<file path="config.mk">
export PLATFORM = sky130hd
export DESIGN_NAME = pga_gain_ctrl
export DESIGN_NICKNAME = d
export VERILOG_FILES = /design/src/rtl/pga_pkg.sv /design/src/rtl/pga_rst_sync.sv /design/src/rtl/pga_code_reg.sv /design/src/rtl/pga_tap_decoder.sv /design/src/rtl/pga_gain_ctrl.sv
export SDC_FILE = /design/constraint.sdc
export NUM_CORES = 1
export LEC_CHECK = 0
export BUFFER_PORTS_ARGS = -buffer_cell sky130_fd_sc_hd__buf_2
export CORE_AREA = 2 2 39 41
export CTS_CLUSTER_DIAMETER = 150
export DETAILED_ROUTE_END_ITERATION = 8
export DIE_AREA = 0 0 41 43
export HOLD_SLACK_MARGIN = 0.08
export SYNTH_ARGS = -nofsm -noshare
export SYNTH_HDL_FRONTEND = slang
export SYNTH_SLANG_ARGS = --single-unit
</file>
<file path="constraint.sdc">
create_clock -name clk -period 1.1 [get_ports clk]
set_input_delay 0.22 -clock clk [delete_from_list [all_inputs] [get_ports clk]]
set_output_delay 0.22 -clock clk [all_outputs]
set_load 0.01 [all_outputs]
</file>
<file path="src/rtl/pga_pkg.sv">
package pga_pkg;
  localparam int unsigned PGA_CODE_W   = 3;
  localparam int unsigned PGA_NUM_TAPS = 5;
  localparam int unsigned PGA_WIDE_TAP = 3;

  typedef struct packed {
    logic                  en;
    logic [PGA_CODE_W-1:0] code;
  } pga_word_t;
endpackage

</file>
<file path="src/rtl/pga_rst_sync.sv">
module pga_rst_sync #(
  parameter int unsigned STAGES = 2
) (
  input  logic clk,
  input  logic rst_n,
  output logic rst_q_n
);
  logic [STAGES-1:0] sync_q;

  always_ff @(posedge clk or negedge rst_n) begin
    if (!rst_n) sync_q <= '0;
    else        sync_q <= {sync_q[STAGES-2:0], 1'b1};
  end

  assign rst_q_n = sync_q[STAGES-1];
endmodule

</file>
<file path="src/rtl/pga_code_reg.sv">
module pga_code_reg
  import pga_pkg::*;
(
  input  logic      clk,
  input  logic      rst_q_n,
  input  logic      gate_a_i,
  input  logic      gate_b_i,
  input  pga_word_t word_i,
  output pga_word_t word_o
);
  pga_word_t word_q, word_d;
  logic      load_en;

  assign load_en = ~(gate_a_i | gate_b_i);

  always_comb begin
    word_d = word_q;
    if (load_en) word_d = word_i;
  end

  always_ff @(posedge clk or negedge rst_q_n) begin
    if (!rst_q_n) word_q <= '0;
    else          word_q <= word_d;
  end

  assign word_o = word_q;
endmodule

</file>
<file path="src/rtl/pga_tap_decoder.sv">
module pga_tap_decoder #(
  parameter int unsigned CODE_W   = 3,
  parameter int unsigned NUM_TAPS = 5,
  parameter int unsigned WIDE_TAP = 3
) (
  input  logic                en_i,
  input  logic [CODE_W-1:0]   code_i,
  output logic [NUM_TAPS-1:0] tap_o,
  output logic                wide_bw_o,
  output logic                over_o
);
  localparam logic [CODE_W-1:0] TOP_IDX  = CODE_W'(NUM_TAPS - 1);
  localparam logic [CODE_W-1:0] WIDE_IDX = CODE_W'(WIDE_TAP);

  logic [CODE_W-1:0] idx;
  logic              above;

  assign above = code_i > TOP_IDX;

  always_comb begin
    if (!en_i)      idx = '0;
    else if (above) idx = TOP_IDX;
    else            idx = code_i;
  end

  for (genvar i = 0; i < NUM_TAPS; i++) begin : g_tap
    assign tap_o[i] = (idx == CODE_W'(i));
  end

  assign wide_bw_o = idx >= WIDE_IDX;
  assign over_o    = en_i & above;
endmodule

</file>
<file path="src/rtl/pga_gain_ctrl.sv">
module pga_gain_ctrl
  import pga_pkg::*;
#(
  parameter int unsigned CODE_W   = PGA_CODE_W,
  parameter int unsigned NUM_TAPS = PGA_NUM_TAPS,
  parameter int unsigned WIDE_TAP = PGA_WIDE_TAP,
  parameter bit          CASCADE  = 1'b0
) (
  input  logic                clk,
  input  logic                rst_n,
  input  logic                gate_a_i,
  input  logic                gate_b_i,
  input  logic                gain_en_i,
  input  logic [CODE_W-1:0]   gain_code_i,
  output logic [NUM_TAPS-1:0] tap_a_o,
  output logic                wide_bw_a_o,
  output logic [NUM_TAPS-1:0] tap_b_o,
  output logic                wide_bw_b_o,
  output logic                code_over_o
);
  localparam logic [CODE_W-1:0] SPLIT = CODE_W'(NUM_TAPS - 1);

  logic        rst_q_n;
  pga_word_t   in_word, held;
  logic              en_a, en_b;
  logic [CODE_W-1:0] code_a, code_b;
  logic              over_a, over_b;

  assign in_word.en   = gain_en_i;
  assign in_word.code = gain_code_i;

  pga_rst_sync #(.STAGES(2)) u_rst (
    .clk     (clk),
    .rst_n   (rst_n),
    .rst_q_n (rst_q_n)
  );

  pga_code_reg u_reg (
    .clk      (clk),
    .rst_q_n  (rst_q_n),
    .gate_a_i (gate_a_i),
    .gate_b_i (gate_b_i),
    .word_i   (in_word),
    .word_o   (held)
  );

  if (CASCADE) begin : g_cascade
    logic beyond;
    assign beyond = held.code > SPLIT;
    assign en_a   = held.en;
    assign code_a = beyond ? SPLIT : held.code;
    assign en_b   = held.en & beyond;
    assign code_b = beyond ? (held.code - SPLIT) : '0;
  end else begin : g_single
    assign en_a   = held.en;
    assign code_a = held.code;
    assign en_b   = 1'b0;
    assign code_b = '0;
  end

  pga_tap_decoder #(.CODE_W(CODE_W), .NUM_TAPS(NUM_TAPS), .WIDE_TAP(WIDE_TAP)) u_dec_a (
    .en_i      (en_a),
    .code_i    (code_a),
    .tap_o     (tap_a_o),
    .wide_bw_o (wide_bw_a_o),
    .over_o    (over_a)
  );

  pga_tap_decoder #(.CODE_W(CODE_W), .NUM_TAPS(NUM_TAPS), .WIDE_TAP(WIDE_TAP)) u_dec_b (
    .en_i      (en_b),
    .code_i    (code_b),
    .tap_o     (tap_b_o),
    .wide_bw_o (wide_bw_b_o),
    .over_o    (over_b)
  );

  assign code_over_o = CASCADE ? 1'b0 : (over_a | over_b);
endmodule

</file>
# Yosys cells after proc, flatten, opt, wreduce, memory -nomap -nowiden
# Cells that the tools add are included.
dict set report totals {
  reg_bits 6
  input_bits 8
  out_inout_bits 13
}
dict set report op_classes {
  order_cmp 2
  eq_ne 4
  n_mux 2
  bitwise 2
  reduce_logical 1
}
# cell count
set ops {}
lappend ops {{3-bit by 2-bit == test with 1-bit output (second input constant)} 2}
lappend ops {{3-bit two-way mux} 2}
lappend ops {{3-bit by 1-bit == test with 1-bit output (second input constant)} 1}
lappend ops {{3-bit == test (second input constant)} 1}
lappend ops {{3-bit by 2-bit greater-or-equal comparator with 1-bit output (second input constant)} 1}
lappend ops {{3-bit greater-than comparator (second input constant)} 1}
lappend ops {{3-bit zero test} 1}
lappend ops {{1-bit AND} 1}
lappend ops {{1-bit OR} 1}

# Depth between registers and ports, before layout
# Gate-level depths: netlist of the first run.
dict set report logic_depth {
  depth_word 4
  depth_mapped 2
  ltp_nobuf 2
}

# Modules after synthesis
# From an unflattened synthesis of the first run, not the netlist that was laid out.
dict set report unflattened {
  hier_cells 30
  area_unflattened_um2 377.9
}
# mod n_inst cells_each area_each_um2
set modules_own_cells {}
lappend modules_own_cells {pga_code_reg 1 9 171.4}
lappend modules_own_cells {pga_tap_decoder 2 8 71.3}
lappend modules_own_cells {pga_rst_sync 1 3 53.8}
lappend modules_own_cells {pga_gain_ctrl 1 2 10.0}

# Worst setup path before layout of the first run
# OpenSTA, ideal clock, no wires.
dict set report synth_timing {
  kind {flip-flop to output port}
  startpoint {register u_reg.word_q, in the netlist u_reg.word_o[2]}
  endpoint {output tap_a_o[0]}
  t_arrival_ps 783
  path_slack_ps 97
  stages_incl_launch_ff 2
  path_buffers 0
  path_cell_list {dfrtp_1 o31ai_1}
}
dict set report synth_between {
  elab_chain_cells 4
}
# item line_no
set synth_lines {}
lappend synth_lines {{start: declaration} pga_code_reg.sv:11} ;# pga_word_t word_q, word_d;
lappend synth_lines {{start signal: assignment} pga_code_reg.sv:23} ;# else word_q <= word_d;
lappend synth_lines {{3-bit greater-than comparator} pga_tap_decoder.sv:18} ;# assign above = code_i > TOP_IDX;
lappend synth_lines {{3-bit two-way mux *} pga_tap_decoder.sv:22} ;# else if (above) idx = TOP_IDX;
lappend synth_lines {{3-bit two-way mux *} pga_tap_decoder.sv:21} ;# if (!en_i) idx = '0;
lappend synth_lines {{3-bit zero test *} pga_tap_decoder.sv:27} ;# assign tap_o[i] = (idx == CODE_W'(i));
lappend synth_lines {{end: declaration} pga_gain_ctrl.sv:15} ;# output logic [NUM_TAPS-1:0] tap_a_o,
# Every way passes the cells marked *; elsewhere a longest branch is shown, timed or not.

# Final worst setup path of the first run
dict set report layout_timing {
  startpoint {register u_reg.word_q, in the netlist u_reg.word_o[1]}
  endpoint {output tap_a_o[1]}
}
dict set report layout_between {
  elab_chain_cells 4
}
# item line_no
set layout_lines {}
lappend layout_lines {{3-bit greater-than comparator} pga_tap_decoder.sv:18}
lappend layout_lines {{3-bit two-way mux *} pga_tap_decoder.sv:22}
lappend layout_lines {{3-bit two-way mux *} pga_tap_decoder.sv:21}
lappend layout_lines {{3-bit by 1-bit == test with 1-bit output *} pga_tap_decoder.sv:27}
# Marked as above.

==> results of run 1 <==
[sequential cells by signal (all words and copies together), names as in the netlist]
signal and cells:
u_reg.word_o 4, u_rst.sync_q 2
[worst max-delay path, stage by stage, from the launching register on]
cell and delay [ps]:
dfrtp_2 440, and4bb_2 310, buf_6 100
[metal layers]
metal	wire (um)	part of all wire, %
met1	252	42
met4	17	2.8
met2	293	49
met5	0	0
met3	40	6.6
[cell type report]
class	instances	area [um^2]
multi-input cells	20	173
repair buffers	18	124
flip-flops and latches	6	155
clock buffers	3	22.5
fillers	146	890
well taps	16	20.0
[stage by stage]
stage               area (um^2)  power, mW  std cells  worst slack (ps)
floorplan                   360      0.393         32              96.9
global placement            405      0.434         56              29.4
detailed placement          405      0.438         56              27.0
CTS                         484      0.682         63              -226
global route                494      0.715         63              -250
finish                      494      0.683         63              -211
[what timing repair did]
| action | CTS | global route |
|---|---|---|
| gates resized for setup | 4 | 5 |
| pin swaps | 5 | 3 |
| hold endpoints to repair | 6 | 0 |
| endpoints found under the setup margin | 7 | 7 |
| hold buffers | 2 | 0 |
| setup buffers | 2 | 0 |
[placed cells by master, fill, tap and decap left out, types with 2 or more instances in the layout]
cell type	instances
dfrtp_1	2
mux2_4	4
buf_2	11
buf_4	2
conb_1	7
buf_6	3
dlygate4sd3_1	2
and4bb_2	2
clkbuf_4	3
dfrtp_2	4
[kinds of logic after synthesis]
| kind of cell | after synthesis |
|---|---|
| flip-flops | 6 |
| buffers and inverters | 6 |
| multiplexers | 4 |
| AND/OR/NAND/NOR | 6 |
| other | 2 |
| AO/OA/AOI/OAI | 3 |
[worst paths after layout]
path,end,slack (ps),startpoint
hold reg to reg,u_rst.sync_q[1]$_DFF_PN0_,350,u_rst.sync_q[0]$_DFF_PN0_
hold / removal,u_reg.word_o[1]$_DFFE_PN0N_,210,gain_code_i[1]
min in group asynchronous,u_rst.sync_q[1]$_DFF_PN0_,290,rst_n
setup / recovery,tap_a_o[1],-210,u_reg.word_o[1]$_DFFE_PN0N_
max in group asynchronous,u_reg.word_o[2]$_DFFE_PN0N_,330,u_rst.sync_q[1]$_DFF_PN0_
setup reg to reg,u_reg.word_o[1]$_DFFE_PN0N_,150,u_reg.word_o[1]$_DFFE_PN0N_
[report_power, final]
group,internal [mW],switching [mW]
clock network,0.123,0.0761
logic,0.122,0.0712
registers,0.252,0.0398
total,0.496,0.187
==> impl_metrics.ini, run 1 <==
[setup_path]
worst-endpoint-required_ps = 880
critPathLaunchType = flop
setup.worst_path.end_class = output pin
timing.reg2reg.worst_path_depth = 2
crit_path_max_fanout = 7
arrival_ps = 1090
timing_worst_setup_path_type = reg -> out

[power_and_ir_drop]
power.ir.vdd_worst_mv = 0.432
standby_leakage_power_nw = 0.245
power_density_nw_per_um2 = 1380

[clock_tree]
tritoncts_clock_tree = built
cts.reportedPaths.clkPinSlew_ps = 40
cts.htree.levels = 1
insertion_delay_ps = 240
numClockSinks = 6
ctsRootBufferMaster = clkbuf_4
cts_buffer_depth = 2
cts-buffers-inserted = 3

[grt]
grt_antenna_before_repair = 0
global_route_wire_length_before_repair_um = 979
grt.met3_usage_pct = 3.14
grt_most_used_layer = met4
grt_max_degree = 8
global_route.usage.met2_pct = 12.2
number_of_global_route_vias_before_repair = 241
gr-usage-all-layers_pct = 9.75
grt.met1_usage_pct = 10.0
leftover_overflow_at_the_end_of_global_routing = 0

[placement]
dp_hpwl_um = 430
place.gp.congestion = 0.662
place.port_buffers = 14

[logic_synthesis]
count_of_synthesis_stage_warnings_from_yosys = 0
synth_commonest_cells = buf_4, dfrtp_1, mux2_4, and4bb_2, conb_1
yosysTopAreaCell = dfrtp_1
post_synth_main_area_contributors = dfrtp_1, mux2_4, buf_4
synth_compound_area_share_pct = 5.86
synthesis.area_per_instance_um2 = 12.7
seq_area_frac_synth_pct = 44.0
synth.mux.area_fraction_pct = 17.6
top_ff_cell_synth = dfrtp_1
post_synthesis_instance_area_um2 = 342
synth-simple-area-share_pct = 17.2
synth_top_family_by_area = multiplexers
synth-edff-count = 0
synth.top_cell.area_share_pct = 44.0
netlist_instances = 27
yosys.area_share.adder_pct = 0
synth-xor-area-share_pct = 0
synth.ff_latch_count = 6
netlist-cell-type-count = 12
synth-async-reset-ratio_pct = 100

[status]
run_status = complete, but fails checks
violations = setup timing

[drt]
final_antenna_net_count = 0
drt_first_iter_violations = 2
drt-wirelength-per-cell_um = 9.57
drcViolationCount = 0
route.final.wire_length_um = 603
routed-via-count = 240
first_pass_iters = 2
vias_per_instance = 3.81

[sta]
fmax_ghz = 0.763
timing_hold_violations_final = 0
drv_slew = 0
final_min_period_over_clock_period_pct = 119
holdWs_ps = 207
clock_skew_ps = 0.142
worst_slack_setup_final_ps = -211
finalCriticalPeriod_ps = 1310
unrepaired_setup_endpoints_after_global_routing = yes
setup_viol_count_final = 7
final_setup_tns_ps = -1200

[final_layout]
fin_util_pct = 35.7
syn2layout_area_growth_pct = 44.7
drive_gt1_share_pct = 68.1
design.final.nets = 57
antennaDiodeCount = 0

[floorplan]
die-width_um = 41
core_area_um2 = 1380
io_pins = 21
placement_rows = 14
dieArea_um2 = 1760
die-height_um = 43
floorplan.initialDensity_pct = 24.7

[run]
drv_cap = 0

[hold_path]
worstHoldPathCells = 2
min-delay-path-class = in -> reg
No activity file was read; power rests on OpenSTA's default activity.
==> run 2: changes to the inputs <==
clock period = 1.4 ns   (was 1.1 ns; I/O delays follow)
==> impl_metrics.ini, run 2 (synthesis results as in run 1) <==
[status]
run_status = finished, final reports clean

[power_and_ir_drop]
standby_leakage_power_nw = 0.239
power_density_nw_per_um2 = 1070
power.ir.vdd_worst_mv = 0.341
total_power_uw = 515

[placement]
dp_hpwl_um = 406
place.gp.congestion = 0.640
place.port_buffers = 14

[clock_tree]
cts.reportedPaths.clkPinSlew_ps = 40
numClockSinks = 6
tritoncts_clock_tree = built
insertion_delay_ps = 230
cts.htree.levels = 1
cts_buffer_depth = 2
ctsRootBufferMaster = clkbuf_4
cts-buffers-inserted = 3

[final_layout]
layout_commonest_cell = buf_2
antennaDiodeCount = 0
drive_gt1_share_pct = 67.4
layout.cells.most_common_list = buf_2, conb_1, mux2_4, dfrtp_2, clkbuf_4
syn2layout_area_growth_pct = 40.7
flip_flop_count_of_the_largest_register_all_copies_and_words_added = 4
design.final.nets = 56
fin_util_pct = 34.7

[grt]
leftover_overflow_at_the_end_of_global_routing = 0
grt_antenna_before_repair = 0
gr-usage-all-layers_pct = 8.61
grt_max_degree = 8
global_route_wire_length_before_repair_um = 917
number_of_global_route_vias_before_repair = 230

[setup_path]
crit_path_max_fanout = 7
timing.reg2reg.worst_path_depth = 2
arrival_ps = 1090
timing_worst_setup_path_type = reg -> out
critPathLaunchType = flop
setup.worst_path.end_class = output pin
worst-endpoint-required_ps = 1120

[floorplan]
placement_rows = 14
floorplan.initialDensity_pct = 24.7
core_area_um2 = 1380
die-height_um = 43
io_pins = 21
dieArea_um2 = 1760
die-width_um = 41

[sta]
fmax_ghz = 0.732
setup_viol_count_final = 0
finalCriticalPeriod_ps = 1370
unrepaired_setup_endpoints_after_global_routing = yes
clock_skew_ps = 0.519
final_min_period_over_clock_period_pct = 97.5
drv_slew = 0
timing_hold_violations_final = 0
holdWs_ps = 275

[drt]
first_pass_iters = 1
vias_per_instance = 3.81
drt-wirelength-per-cell_um = 8.74
drt_first_iter_violations = 0
routed-via-count = 236
final_antenna_net_count = 0
drcViolationCount = 0
route.final.wire_length_um = 542

[run]
drv_cap = 0

[hold_path]
min-delay-path-class = in -> reg
worstHoldPathCells = 2
==> run 2: metal layers <==
metal	routed length (um)	vias to the layer above	global-route usage [%]	share of wire, %
li1	-	119	-	-
met3	48	0	3.14	8.9
met2	268	11	10.3	49
met4	0	0	10.0	0
met5	0	-	0	0
met1	224	106	10.3	41
==> run 2: critical path: stages, from the launching register on <==
cell	delay, ps
dfrtp_2	440
and4bb_2	310
buf_6	100
==> run 2: path summary, 6_finish.rpt <==
check | start | end | slack (ps)
max in group asynchronous | u_rst.sync_q[1]$_DFF_PN0_ | u_reg.word_o[0]$_DFFE_PN0N_ | 630
worst max register to register | u_reg.word_o[2]$_DFFE_PN0N_ | u_reg.word_o[2]$_DFFE_PN0N_ | 450
worst min register to register | u_rst.sync_q[0]$_DFF_PN0_ | u_rst.sync_q[1]$_DFF_PN0_ | 350
min in group asynchronous | rst_n | u_rst.sync_q[1]$_DFF_PN0_ | 350
worst max-delay path | u_reg.word_o[1]$_DFFE_PN0N_ | tap_a_o[1] | 30
worst min-delay path | gain_code_i[1] | u_reg.word_o[1]$_DFFE_PN0N_ | 280
==> run 2: power breakdown <==
part	switching, mW	internal [mW]
Sequential	0.0308	0.198
Combinational	0.0525	0.0858
Clock	0.0520	0.0963
==> run 2: per-stage QoR <==
step	instance area, um^2	setup TNS (ps)	instances	setup slack (ps)
finish	480	0	62	34.6
global route	480	-28.0	62	-15.8
CTS	448	0	61	7.04
detailed placement	405	0	56	267
global placement	405	0	56	265
floorplan	360	0	32	337
==> run 2: cell type report <==
class,count,area [um^2]
Tap cell,16,20.0
Clock buffer,3,22.5
Multi-Input combinational cell,20,173
Sequential cell,6,155
Fill cell,144,903
Timing Repair Buffer,17,110
==> run 2: repair_timing <==
| item | 4_1_cts | 5_1_grt |
|---|---|---|
| resized for setup | 0 | 8 |
| hold buffers | 2 | 0 |
| setup endpoints to repair | 0 | 5 |
| endpoints found under the hold margin | 6 | 0 |
| buffers inserted | 0 | 1 |
